==> config.mk <==
export PLATFORM = sky130hd
export DESIGN_NAME = lcd_bus_ctrl
export DESIGN_NICKNAME = d
export VERILOG_FILES = /design/src/rtl/lcd_bus_pkg.sv /design/src/rtl/lcd_bus_timing.sv /design/src/rtl/lcd_bus_pins.sv /design/src/rtl/lcd_bus_ctrl.sv
export SDC_FILE = /design/constraint.sdc
export NUM_CORES = 1
export LEC_CHECK = 0
export ABC_CLOCK_PERIOD_IN_PS = 2050
export CAP_MARGIN = 20
export CORE_MARGIN = 3
export CORE_UTILIZATION = 50
export DETAILED_ROUTE_END_ITERATION = 16
export PLACE_DENSITY_LB_ADDON = 0.15
export SLEW_MARGIN = 20
export SYNTH_ARGS = -nofsm -noshare
export SYNTH_HDL_FRONTEND = slang
export SYNTH_SLANG_ARGS = --single-unit
==> constraint.sdc <==
create_clock -name clk -period 2.05 [get_ports clk]
set_clock_uncertainty 0.1 [all_clocks]
set_input_delay 0.205 -clock clk [delete_from_list [all_inputs] [get_ports clk]]
set_output_delay 0.205 -clock clk [all_outputs]
set_load 0.005 [all_outputs]
==> src/rtl/lcd_bus_pkg.sv <==
package lcd_bus_pkg;
    typedef enum logic [1:0] {
        ST_IDLE   = 2'd0,
        ST_SETUP  = 2'd1,
        ST_STROBE = 2'd2,
        ST_HOLD   = 2'd3
    } lb_state_t;
endpackage

==> src/rtl/lcd_bus_timing.sv <==
// Clamps the programmed cycle and wait values and derives phase lengths.
module lcd_bus_timing #(
    parameter int CYC_W = 5,
    parameter int WST_W = 5
) (
    input  logic [CYC_W-1:0] cyc,
    input  logic [WST_W-1:0] wst,
    output logic [CYC_W-1:0] strb_len,
    output logic [CYC_W-1:0] hold_len
);
    localparam int XW = ((CYC_W > WST_W) ? CYC_W : WST_W) + 1;

    logic [XW-1:0] cyc_x;
    logic [XW-1:0] wst_x;
    logic [XW-1:0] lim;

    always_comb begin
        cyc_x = XW'(cyc);
        if (cyc_x < XW'(3)) cyc_x = XW'(3);
        lim   = cyc_x - XW'(3);
        wst_x = XW'(wst);
        if (wst_x > lim) wst_x = lim;
        strb_len = CYC_W'(wst_x + XW'(1));
        hold_len = CYC_W'(cyc_x - wst_x - XW'(2));
    end
endmodule

==> src/rtl/lcd_bus_pins.sv <==
// Maps the internal strobe and direction onto the two control pins.
module lcd_bus_pins (
    input  logic mode,
    input  logic edge_sel,
    input  logic active,
    input  logic is_rd,
    input  logic strobe,
    output logic pin_a,
    output logic pin_b
);
    always_comb begin
        if (!mode) begin
            pin_a = ~(strobe & ~is_rd);
            pin_b = ~(strobe & is_rd);
        end else begin
            pin_a = active ? is_rd : 1'b1;
            pin_b = strobe ^ edge_sel;
        end
    end
endmodule

==> src/rtl/lcd_bus_ctrl.sv <==
module lcd_bus_ctrl
    import lcd_bus_pkg::*;
#(
    parameter int CYC_W = 5,
    parameter int WST_W = 5,
    parameter int DW    = 8
) (
    input  logic             clk,
    input  logic             rst_n,
    input  logic [CYC_W-1:0] cfg_cycles,
    input  logic [WST_W-1:0] cfg_wait,
    input  logic             cfg_mode,
    input  logic             cfg_edge,
    input  logic             cfg_irq_sel,
    input  logic             wr_req,
    input  logic [DW-1:0]    wr_data,
    input  logic             rd_req,
    output logic [DW-1:0]    rd_data,
    output logic             busy,
    output logic             irq,
    output logic [DW-1:0]    bus_out,
    output logic             bus_oe,
    input  logic [DW-1:0]    bus_in,
    output logic             pin_a,
    output logic             pin_b
);
    lb_state_t        state, state_nx;
    logic [CYC_W-1:0] cnt, cnt_nx;
    logic [CYC_W-1:0] strb_len, hold_len;
    logic [CYC_W-1:0] strb_l, hold_l;
    logic             mode_l, edge_l, sel_l, is_rd_l;
    logic [DW-1:0]    wdata, rdata;
    logic             acc, last_hold, first_hold, strobe;

    lcd_bus_timing #(.CYC_W(CYC_W), .WST_W(WST_W)) u_timing (
        .cyc      (cfg_cycles),
        .wst      (cfg_wait),
        .strb_len (strb_len),
        .hold_len (hold_len)
    );

    assign last_hold  = (state == ST_HOLD) && (cnt == '0);
    assign first_hold = (state == ST_HOLD) && (cnt == hold_l - CYC_W'(1));
    assign acc        = (wr_req | rd_req) && ((state == ST_IDLE) || last_hold);

    // Next-state logic
    always_comb begin
        state_nx = state;
        cnt_nx   = cnt;
        unique case (state)
            ST_IDLE: begin
                if (acc) state_nx = ST_SETUP;
            end
            ST_SETUP: begin
                state_nx = ST_STROBE;
                cnt_nx   = strb_l - CYC_W'(1);
            end
            ST_STROBE: begin
                if (cnt == '0) begin
                    state_nx = ST_HOLD;
                    cnt_nx   = hold_l - CYC_W'(1);
                end else begin
                    cnt_nx = cnt - CYC_W'(1);
                end
            end
            ST_HOLD: begin
                if (cnt == '0) state_nx = acc ? ST_SETUP : ST_IDLE;
                else           cnt_nx   = cnt - CYC_W'(1);
            end
            default: state_nx = ST_IDLE;
        endcase
    end

    // State register
    always_ff @(posedge clk or negedge rst_n) begin
        if (!rst_n) begin
            state <= ST_IDLE;
            cnt   <= '0;
        end else begin
            state <= state_nx;
            cnt   <= cnt_nx;
        end
    end

    // Access context captured on acceptance, read byte captured at strobe end
    always_ff @(posedge clk or negedge rst_n) begin
        if (!rst_n) begin
            strb_l  <= CYC_W'(1);
            hold_l  <= CYC_W'(1);
            mode_l  <= 1'b0;
            edge_l  <= 1'b0;
            sel_l   <= 1'b0;
            is_rd_l <= 1'b1;
            wdata   <= '0;
            rdata   <= '0;
        end else begin
            if (acc) begin
                strb_l  <= strb_len;
                hold_l  <= hold_len;
                mode_l  <= cfg_mode;
                edge_l  <= cfg_edge;
                sel_l   <= cfg_irq_sel;
                is_rd_l <= ~wr_req;
                if (wr_req) wdata <= wr_data;
            end
            if ((state == ST_STROBE) && (cnt == '0) && is_rd_l) rdata <= bus_in;
        end
    end

    // Moore outputs
    always_comb begin
        busy   = (state != ST_IDLE);
        strobe = (state == ST_STROBE);
        bus_oe = busy && !is_rd_l;
        irq    = sel_l ? last_hold : first_hold;
    end

    assign bus_out = wdata;
    assign rd_data = rdata;

    lcd_bus_pins u_pins (
        .mode     (mode_l),
        .edge_sel (edge_l),
        .active   (busy),
        .is_rd    (is_rd_l),
        .strobe   (strobe),
        .pin_a    (pin_a),
        .pin_b    (pin_b)
    );
endmodule

==> reports/qor.yml <==
synth_compound_area_frac: 0.1352
global_route_wire_length_before_repair_um: 11900
reg2reg_depth: 8
clk_pin_slew_worst_paths_ns: 0.08
placed_area_um2: 3463
route.detailed.wl_per_inst_um: 17.26
die_area_um2: 5781
initial_core_util: 0.5408
post-place-cells: 411
mean_syn_cell_area_um2: 9.617
holdCritPathClass: "input pin to register"
num-fill-cells: 214
synth.distinct_cells: 45
post_synth_main_area_contributors: "dfrtp_1 35%, ha_1 10%, mux2_2 8.3%"
drc_errors: 0
report.final.hold_viol_count: 0
cts_inserted_buffers: 5
final_core_utilization: 0.8714
route.detailed.vias_per_inst: 5.446
ir_worst_vdd_mv: 0.8009
numClockSinks: 37
power.density_cell_area_nw_per_um2: 1421
yosys_register_bits: 37
ios: 54
yosys.area_share.xor_xnor: 0.07143
via_count: 2391
timing.hold.worst_endpoint: "sel_l"
total_setup_violations_reported_at_the_end_of_the_flow: 11
rows: 24
worstSetupPathType: "input pin to register"
syn-instance-count: 255
share_of_synthesized_registers_carrying_an_async_set_or_reset: 1.000
grt_antenna_before_repair: 0
fin_area_um2: 3951
cp_max_fo: 4
status: "complete, but fails checks"
crit-reg2reg-capture: "strb_l[3]"
wl_um: 7578
synth_fa_ha_area_frac: 0.1102
post_synthesis_cell_area_um2: 2452
dr.first_iter.drc_count: 167
multiInputGateArea_um2: 1693
final-max-slew-violation-count: 0
final_net_count: 427
cts_root_buffer: "clkbuf_8"
place_congestion: 0.8827
share_of_post_route_cells_with_drive_strength_above_1: 0.4118
seq_area_frac_synth: 0.3791
synth.most_common_cell: "nand2_1"
detailedPlacementHpwl_um: 4656
worst_skew_pair.late_latency_ns: 0.29
fraction_of_the_mapped_netlist_area_in_simple_logic_gates: 0.1439
setup.worst_path.start_class: "input pin"
yosysTopAreaCell: "dfrtp_1"
port_buffers: 53
period_needed_ns: 3.341
chipWidth_um: 76.04
die_y_um: 76.04
grt-ovfl-total: 0
first_pass_iters: 4
cts_max_path_buffers: 2
grt_setup_unrepaired: "yes"
grt_max_degree: 38
crit-reg2reg-launch: "cnt[0]"
finalNonFillerCells: 439
number_of_inserted_diodes: 0
seq_area_um2: 929.6
launching_instance_or_port_of_the_critical_path: "cfg_cycles[2]"
critPathCaptureType: "register"
final_critical_path_setup_slack_ns: -1.291
most_used_flip_flop_cell_after_synthesis: "dfrtp_1"
combinational_family_with_the_most_area_after_synthesis: "simple AND/OR/NAND/NOR gates"
synth_warnings: 0
worst_hold_launch: "cfg_irq_sel"
total_routing_usage_reported_by_global_routing: 0.2542
muxShareOfSynthArea: 0.1133
p_leak_nw: 1.800
synth.cells.most_frequent: "37 x nand2_1, 34 x dfrtp_1, 26 x inv_1"
netlist.area_leader.share: 0.3469
max_cap_violation_count: 0
number_of_enable_type_register_cells_in_the_synthesized_netlist: 0
drt_antenna_net_count: 0
finalCritPeriodShare: 1.630
arrival_ns: 3.42
maxClockFrequency_mhz: 299.3
min_path_cells: 3
core-area_um2: 4534
reg2reg_setup_slack_ns: 0.05
mappedNetlistNets: 309
violations: "setup timing"
clock_tree.htree_level_count: 2
grt_pass1_vias: 2447
slew_headroom: 0.4365
cts_tree: "done"
area_growth_syn_to_layout_pct: 61.12
worstMarginPinSlew_ns: 0.8453
worst-endpoint-required_ns: 2.13
[how the worst max path moves through the flow]
stage | endpoint | slack, ns | cells after the start
3_3_place_gp | hold_l[4] | -1.96 | 19
3_5_place_dp | hold_l[4] | -2.04 | 18
4_1_cts | hold_l[4] | -1.28 | 19
5_1_grt | hold_l[4] | -1.42 | 22
6_report | hold_l[4] | -1.29 | 19
2_1_floorplan | hold_l[4] | -1.39 | 18
[area by class of cell]
cell class              count  area share
clock inverters             2    0.009500
well taps                  65     0.02058
clock buffers               6     0.02090
multi-input cells         188      0.4284
flip-flops and latches     37      0.2353
inverters                  26     0.02533
repair buffers            115      0.2600
[per-stage QoR]
stage	power, mW	hold slack [ns]	worst slack [ns]	TNS [ns]
global route	5.947	0.3629	-1.419	-9.663
floorplan	3.041	-0.1906	-1.389	-8.367
global placement	4.160	0.2509	-1.957	-15.37
detailed placement	4.267	0.2476	-2.040	-15.98
CTS	5.276	0.3480	-1.277	-8.326
finish	5.616	0.3475	-1.291	-8.331
[timing repair]
item | CTS | global route
setup endpoints to repair | 26 | 40
pin swaps | 25 | 12
gates resized for setup | 57 | 24
endpoints found under the hold margin | 34 | 0
hold buffers | 1 | 0
setup buffers | 14 | 7
[report_power, final]
| part | internal, mW | switching [mW] |
|---|---|---|
| clock network | 0.396 | 0.282 |
| logic | 1.90 | 1.58 |
| registers | 1.14 | 0.322 |
| total | 3.43 | 2.18 |
[layer usage]
metal	wire length (um)	share of wire	up-vias	GRT usage
li1	-	-	1113	-
met1	2983	0.39	1170	0.2947
met2	4083	0.54	91	0.4681
met3	366	0.048	17	0.04610
met4	144	0.019	0	0.09058
met5	0	0	-	0
[flip-flops by register name (all words and copies together) (netlist names)]
name,flops
strb_l,5
sel_l,1
hold_l,5
rd_data,8
state,2
is_rd_l,1
cnt,5
edge_l,1
bus_out,8
mode_l,1
[placed cells by master (no fill, tap or decap), drive strengths merged, types with 3 or more instances in the layout]
cell type,n
xnor2,14
buf,68
nor2,12
a21oi,10
nor3,8
nand2,38
clkdlybuf4s50,44
xor2,6
nand3,4
clkbuf,6
o22ai,3
mux2i,3
a21o,3
dfstp,3
inv,26
a31oi,3
mux2,21
o21ai,18
ha,20
dfrtp,34
a22oi,4
or2,3
[kinds of logic after synthesis]
group,count (synthesis)
AND/OR/NAND/NOR,74
AO/OA/AOI/OAI,49
flip-flops,37
buffers and inverters,30
multiplexers,24
adder cells (fa/ha/maj),21
XOR/XNOR,20
[critical path, cell delays in order]
cell and delay, ns:
buf_8 0.10, nor3_4 0.19, or2_4 0.16, ha_4 0.15
nor3_4 0.05, xnor2_2 0.13, ha_1 0.33, and3_4 0.23
o21ai_4 0.07, a32oi_4 0.26, mux2_4 0.36, ha_4 0.27
inv_4 0.03, ha_4 0.19, a21o_1 0.18, a21oi_2 0.14
xnor2_1 0.15, xnor2_1 0.14, o21ai_1 0.07
(Power assumes the default switching activity.)
